File: config.mk
export PLATFORM = sky130hd
export DESIGN_NAME = link_rate_negotiator
export DESIGN_NICKNAME = d
export VERILOG_FILES = /design/src/rtl/lrn_pkg.sv /design/src/rtl/lrn_cycle_timer.sv /design/src/rtl/lrn_align_detect.sv /design/src/rtl/link_rate_negotiator.sv
export SDC_FILE = /design/constraint.sdc
export NUM_CORES = 1
export LEC_CHECK = 0
export CORE_MARGIN = 2
export CORE_UTILIZATION = 35
export DETAILED_ROUTE_END_ITERATION = 12
export GPL_ROUTABILITY_DRIVEN = 0
export MAX_ROUTING_LAYER = met4
export PLACE_DENSITY = 0.53
export SLEW_MARGIN = 40
export SYNTH_ARGS = -nofsm -noshare
export SYNTH_HDL_FRONTEND = slang
export SYNTH_SLANG_ARGS = --single-unit
File: constraint.sdc
create_clock -name clk_i -period 5.7 [get_ports clk_i]
set_input_delay 0.855 -clock clk_i [delete_from_list [all_inputs] [get_ports clk_i]]
set_output_delay 0.855 -clock clk_i [all_outputs]
set_load 0.01 [all_outputs]
File: src/rtl/lrn_pkg.sv
package lrn_pkg;
  typedef enum logic [1:0] {
    ST_IDLE   = 2'd0,
    ST_ALIGN  = 2'd1,
    ST_REDUCE = 2'd2,
    ST_UP     = 2'd3
  } lrn_state_e;

  localparam logic [1:0] PRIM_NONE  = 2'd0;
  localparam logic [1:0] PRIM_ALIGN = 2'd1;
  localparam logic [1:0] PRIM_SYNC  = 2'd2;
endpackage

File: src/rtl/lrn_cycle_timer.sv
module lrn_cycle_timer #(
  parameter int LIMIT = 16
) (
  input  logic clk_i,
  input  logic rst_ni,
  input  logic run_i,
  output logic done_o
);
  localparam int CW = $clog2(LIMIT + 1);
  localparam logic [CW-1:0] LAST = CW'(LIMIT - 1);

  logic [CW-1:0] cnt_q;

  assign done_o = run_i && (cnt_q == LAST);

  always_ff @(posedge clk_i or negedge rst_ni) begin
    if (!rst_ni)       cnt_q <= '0;
    else if (!run_i)   cnt_q <= '0;
    else if (!done_o)  cnt_q <= cnt_q + 1'b1;
  end
endmodule

File: src/rtl/lrn_align_detect.sv
module lrn_align_detect #(
  parameter int NEED = 8
) (
  input  logic clk_i,
  input  logic rst_ni,
  input  logic run_i,
  input  logic hit_i,
  output logic found_o
);
  localparam int CW = $clog2(NEED + 1);
  localparam logic [CW-1:0] LAST = CW'(NEED - 1);

  logic [CW-1:0] cnt_q;

  assign found_o = run_i && hit_i && (cnt_q == LAST);

  always_ff @(posedge clk_i or negedge rst_ni) begin
    if (!rst_ni)              cnt_q <= '0;
    else if (!run_i || !hit_i) cnt_q <= '0;   // run broken: start over
    else if (!found_o)        cnt_q <= cnt_q + 1'b1;
  end
endmodule

File: src/rtl/link_rate_negotiator.sv
module link_rate_negotiator
  import lrn_pkg::*;
#(
  parameter int GEN_MAX        = 3,
  parameter int WINDOW_CYC     = 8190,
  parameter int RELOCK_MIN_CYC = 150,
  parameter int DETECT_LEN     = 8
) (
  input  logic       clk_i,
  input  logic       rst_ni,
  input  logic       start_i,
  input  logic [1:0] rx_prim_i,
  input  logic [1:0] rx_rate_i,
  input  logic       pll_lock_i,
  output logic [1:0] tx_prim_o,
  output logic [1:0] rate_req_o,
  output logic       link_up_o,
  output logic       neg_fail_o
);
  localparam logic [1:0] GEN_TOP = 2'(GEN_MAX);
  localparam logic [1:0] GEN_LOW = 2'd1;

  lrn_state_e state_q, state_d;
  logic [1:0] gen_q, gen_d;
  logic       fail_q, fail_d;

  logic win_run, win_done, rs_run, rs_done, host_hit, host_found;

  assign win_run  = (state_q == ST_ALIGN);
  assign rs_run   = (state_q == ST_REDUCE);
  assign host_hit = (rx_prim_i == PRIM_ALIGN) && (rx_rate_i == gen_q);

  lrn_cycle_timer #(.LIMIT(WINDOW_CYC)) u_win_tmr (
    .clk_i (clk_i), .rst_ni(rst_ni), .run_i(win_run), .done_o(win_done)
  );

  lrn_cycle_timer #(.LIMIT(RELOCK_MIN_CYC)) u_rs_tmr (
    .clk_i (clk_i), .rst_ni(rst_ni), .run_i(rs_run), .done_o(rs_done)
  );

  lrn_align_detect #(.NEED(DETECT_LEN)) u_det (
    .clk_i (clk_i), .rst_ni(rst_ni), .run_i(win_run), .hit_i(host_hit),
    .found_o(host_found)
  );

  always_comb begin
    state_d = state_q;
    gen_d   = gen_q;
    fail_d  = fail_q;
    unique case (state_q)
      ST_IDLE: begin
        if (start_i) begin
          state_d = ST_ALIGN;
          gen_d   = GEN_TOP;
          fail_d  = 1'b0;
        end
      end
      ST_ALIGN: begin
        // detection wins over expiry on the same cycle
        if (host_found) begin
          state_d = ST_UP;
        end else if (win_done) begin
          if (gen_q == GEN_LOW) begin
            state_d = ST_IDLE;
            gen_d   = GEN_TOP;
            fail_d  = 1'b1;
          end else begin
            state_d = ST_REDUCE;
            gen_d   = gen_q - 2'd1;
          end
        end
      end
      ST_REDUCE: begin
        if (rs_done && pll_lock_i) state_d = ST_ALIGN;
      end
      ST_UP: state_d = ST_UP;
      default: state_d = ST_IDLE;
    endcase
  end

  always_ff @(posedge clk_i or negedge rst_ni) begin
    if (!rst_ni) begin
      state_q <= ST_IDLE;
      gen_q   <= GEN_TOP;
      fail_q  <= 1'b0;
    end else begin
      state_q <= state_d;
      gen_q   <= gen_d;
      fail_q  <= fail_d;
    end
  end

  always_comb begin
    unique case (state_q)
      ST_ALIGN: tx_prim_o = PRIM_ALIGN;
      ST_UP:    tx_prim_o = PRIM_SYNC;
      default:  tx_prim_o = PRIM_NONE;
    endcase
  end

  assign rate_req_o = gen_q;
  assign link_up_o  = (state_q == ST_UP);
  assign neg_fail_o = fail_q;
endmodule

==> flow_summary_export.csv <==
group,metric,value,unit
routing,ant_nets,0,
logic_synthesis,ys_top_cells_by_area,"dfrtp_1, xnor2_1, nor2_1, ha_1, nand3_1",
timing,finalWorstPathRequiredPeriod,3.08,ns
global_routing,grt_overflow,0,
die,die_area,0.00522,sq mm
global_routing,grt_antenna_before_repair,0,
final_layout,layout-drive-gt1-share,6.88,%
logic_synthesis,synth.largest_area_cell,"dfrtp_1",
clock_network,cts_setup_buffers,0,
logic_synthesis,ys_ff_latch,30,
power,peakVddDrop,0.000178,V
min_path,whs_path_depth,2,
logic_synthesis,synth_top_area_share,42.9,%
routing,dr.pass1.iters,4,
timing,fmax,0.325,GHz
timing,finalSetupViolations,0,
worst_setup_path,cp.arrival,2.22,ns
worst_setup_path,required,4.85,ns
routing,wl,3.42,mm
logic_synthesis,yosysMostFrequentCell,"dfrtp_1",
logic_synthesis,syn_nets,186,
timing,worst_slew_pin_slew,0.592,ns
worst_setup_path,end_kind,"output port",
logic_synthesis,seq_area_frac_synth,46.2,%
placement,dp_hpwl,2.40,mm
die,die_w,72.3,microns
global_routing,grt_usage,15.8,%
final_layout,diodes,0,
routing,num_vias,1340,
timing,maxSlewHeadroom,60.1,%
min_path,hp-start,"neg_fail_o$_DFFE_PN0P_",
worst_setup_path,slowest_stage,"clkdlybuf4s50_1",
worst_setup_path,crit_fanout,12,
logic_synthesis,yosys-top-cells-count,"dfrtp_1, nor2_1, nand2_1",
logic_synthesis,synth_flop_cell,"dfrtp_1",
clock_network,ctsHoldBuffers,0,
logic_synthesis,ys_warn_count,0,
timing,fin_crit_sh,53.9,%
job,cap_violations,0,
routing,wl_per_cell,14.2,microns
worst_setup_path,cpPeakStageDelay,0.58,ns
worst_setup_path,rr_startpoint,"u_win_tmr.cnt_q[1]$_DFFE_PN0P_",
status,outcome,"finished, final reports clean",
power,p_leak,0.771,nW
clock_network,cts_buffers,5,
timing,clock_skew,0.00430,ns
clock_network,cts_max_level,2,
clock_network,cts.clk_slew.worst_paths,0.06,ns
clock_network,clockRootBuffer,"clkbuf_8",
placement,port_buffers,13,
worst_setup_path,worstSetupStartpointType,"flop",
worst_setup_path,crit_chain,"nand2b_1 -> clkinv_1 -> clkdlybuf4s50_1",
worst_setup_path,critPathKind,"flop to output port",
global_routing,grt_pass1_vias,1344,
final_layout,fin_nets,201,
logic_synthesis,yosysUniqueCellTypes,39,
min_path,hold_path_class,"flop to flop",
timing,grt_setup_unrepaired,"false",
clock_network,cts-resized-gates,0,
worst_setup_path,r2r_cells,6,
routing,drcViolationCount,0,
global_routing,grt_pass1_wl,6.11,mm
die,core_area,0.00441,sq mm
logic_synthesis,postSynthAreaPerCell,9.43,sq um
logic_synthesis,async_flop_share,100,%
routing,drt_first_iter_violations,60,
global_routing,grt_start_max_net_pins,31,
die,initial_core_util,37.0,%
worst_setup_path,ff2ff_setup_slack,3.57,ns
die,die_y,72.3,microns
logic_synthesis,syn_area,0.00163,sq mm
min_path,min_to,"neg_fail_o$_DFFE_PN0P_",
clock_network,clk_path_buf_depth,2,
die,num_io_pins,14,
timing,hold_ws,0.512,ns
worst_setup_path,r2r_end,"rate_req_o[1]$_DFFE_PN1P_",
final_layout,syn2layout_area_growth,15.7,%
die,rows,24,
timing,setup_tns,0,ns
logic_synthesis,synth_edf_count,0,
clock_network,cts_tree,"done",
routing,viasPerCell,5.56,
power,power_density,280,mW/mm^2
timing,slew_viol_final,0,
clock_network,clkLatencyLatePin,0.28,ns
logic_synthesis,syn_inst,173,
timing,hold_viol,0,
clock_network,clkSinkCount,30,
per-stage QoR:
stage / utilization, % / cell area [sq um] / setup slack, ns / cells / total power [mW]
2_1_floorplan: - / 1630 / 3.67 / 173 / 0.334
3_3_place_gp: 40.8 / 1800 / 3.07 / 233 / 0.365
3_5_place_dp: 40.8 / 1800 / 3.00 / 233 / 0.368
4_1_cts: 42.6 / 1880 / 2.68 / 241 / 0.535
5_1_grt: 42.8 / 1890 / 2.56 / 241 / 0.563
6_report: 42.8 / 1890 / 2.62 / 241 / 0.529
cells in the final DEF (no fill, tap or decap), drive strengths merged, types with 4 or more instances in the layout:
cell and count:
nand3 12, a21oi 6, dfrtp 28, nand2 14
nor3 9, o21ai 7, nor4 4, inv 8
nor2 19, ha 5, clkdlybuf4s50 13, clkbuf 8
xnor2 9, a31oi 4
cells by family after synthesis:
kind of cell,synth area share [%]
and+or+nand+nor,24.6
DFF,46.2
xor gates and xnor gates,6.44
AOI/OAI and AO/OA,11.2
buffers and inverters,4.06
adders and majority gates,3.83
muxes,3.68
registers in the layout (all words and copies together) (netlist names):
name,cells
u_win_tmr.cnt_q,13
u_det.cnt_q,4
state_q,2
rate_req_o,2
neg_fail_o,1
u_rs_tmr.cnt_q,8
per-layer routing:
metal  global-route usage, %  vias to the layer above  wire length, microns
met1                    19.6                      661                  1720
met5                       -                        -                     0
met2                    23.5                       21                  1510
met3                    4.86                        7                   119
li1                        -                      651                     -
met4                    7.55                        0                    67
critical path, delay by kind of cell (launching register included):
family	cells	cell delay (ns)
and+or+nand+nor	1	0.48
buffers and inverters	2	0.98
DFF	1	0.47
worst max-delay path by stage:
stage	depth (start not counted)	startpoint	slack (ns)	end
floorplan	4	rx_prim_i[0]	3.67	rate_req_o[0]$_DFFE_PN1P_
global placement	3	state_q[1]$_DFFE_PN0P_	3.07	tx_prim_o[0]
detailed placement	3	state_q[1]$_DFFE_PN0P_	3.00	tx_prim_o[0]
CTS	3	state_q[1]$_DFFE_PN0P_	2.68	tx_prim_o[0]
global route	3	state_q[1]$_DFFE_PN0P_	2.56	tx_prim_o[0]
finish	3	state_q[1]$_DFFE_PN0P_	2.62	tx_prim_o[0]
cell type report:
class                   instances  area, sq um
clock buffers                   8         80.1
fillers                       434         2530
inverters                       9         33.8
multi-input cells             128          818
flip-flops and latches         30          753
well taps                      52         65.1
repair buffers                 14          138
power breakdown:
| group | internal [mW] | total [mW] | leakage (nW) | switching, mW |
|---|---|---|---|---|
| clock | 0.0866 | 0.163 | 0.0395 | 0.0761 |
| combinational | 0.0422 | 0.0874 | 0.342 | 0.0452 |
| sequential | 0.241 | 0.279 | 0.389 | 0.0376 |
Power figures use the tool's default switching activity.
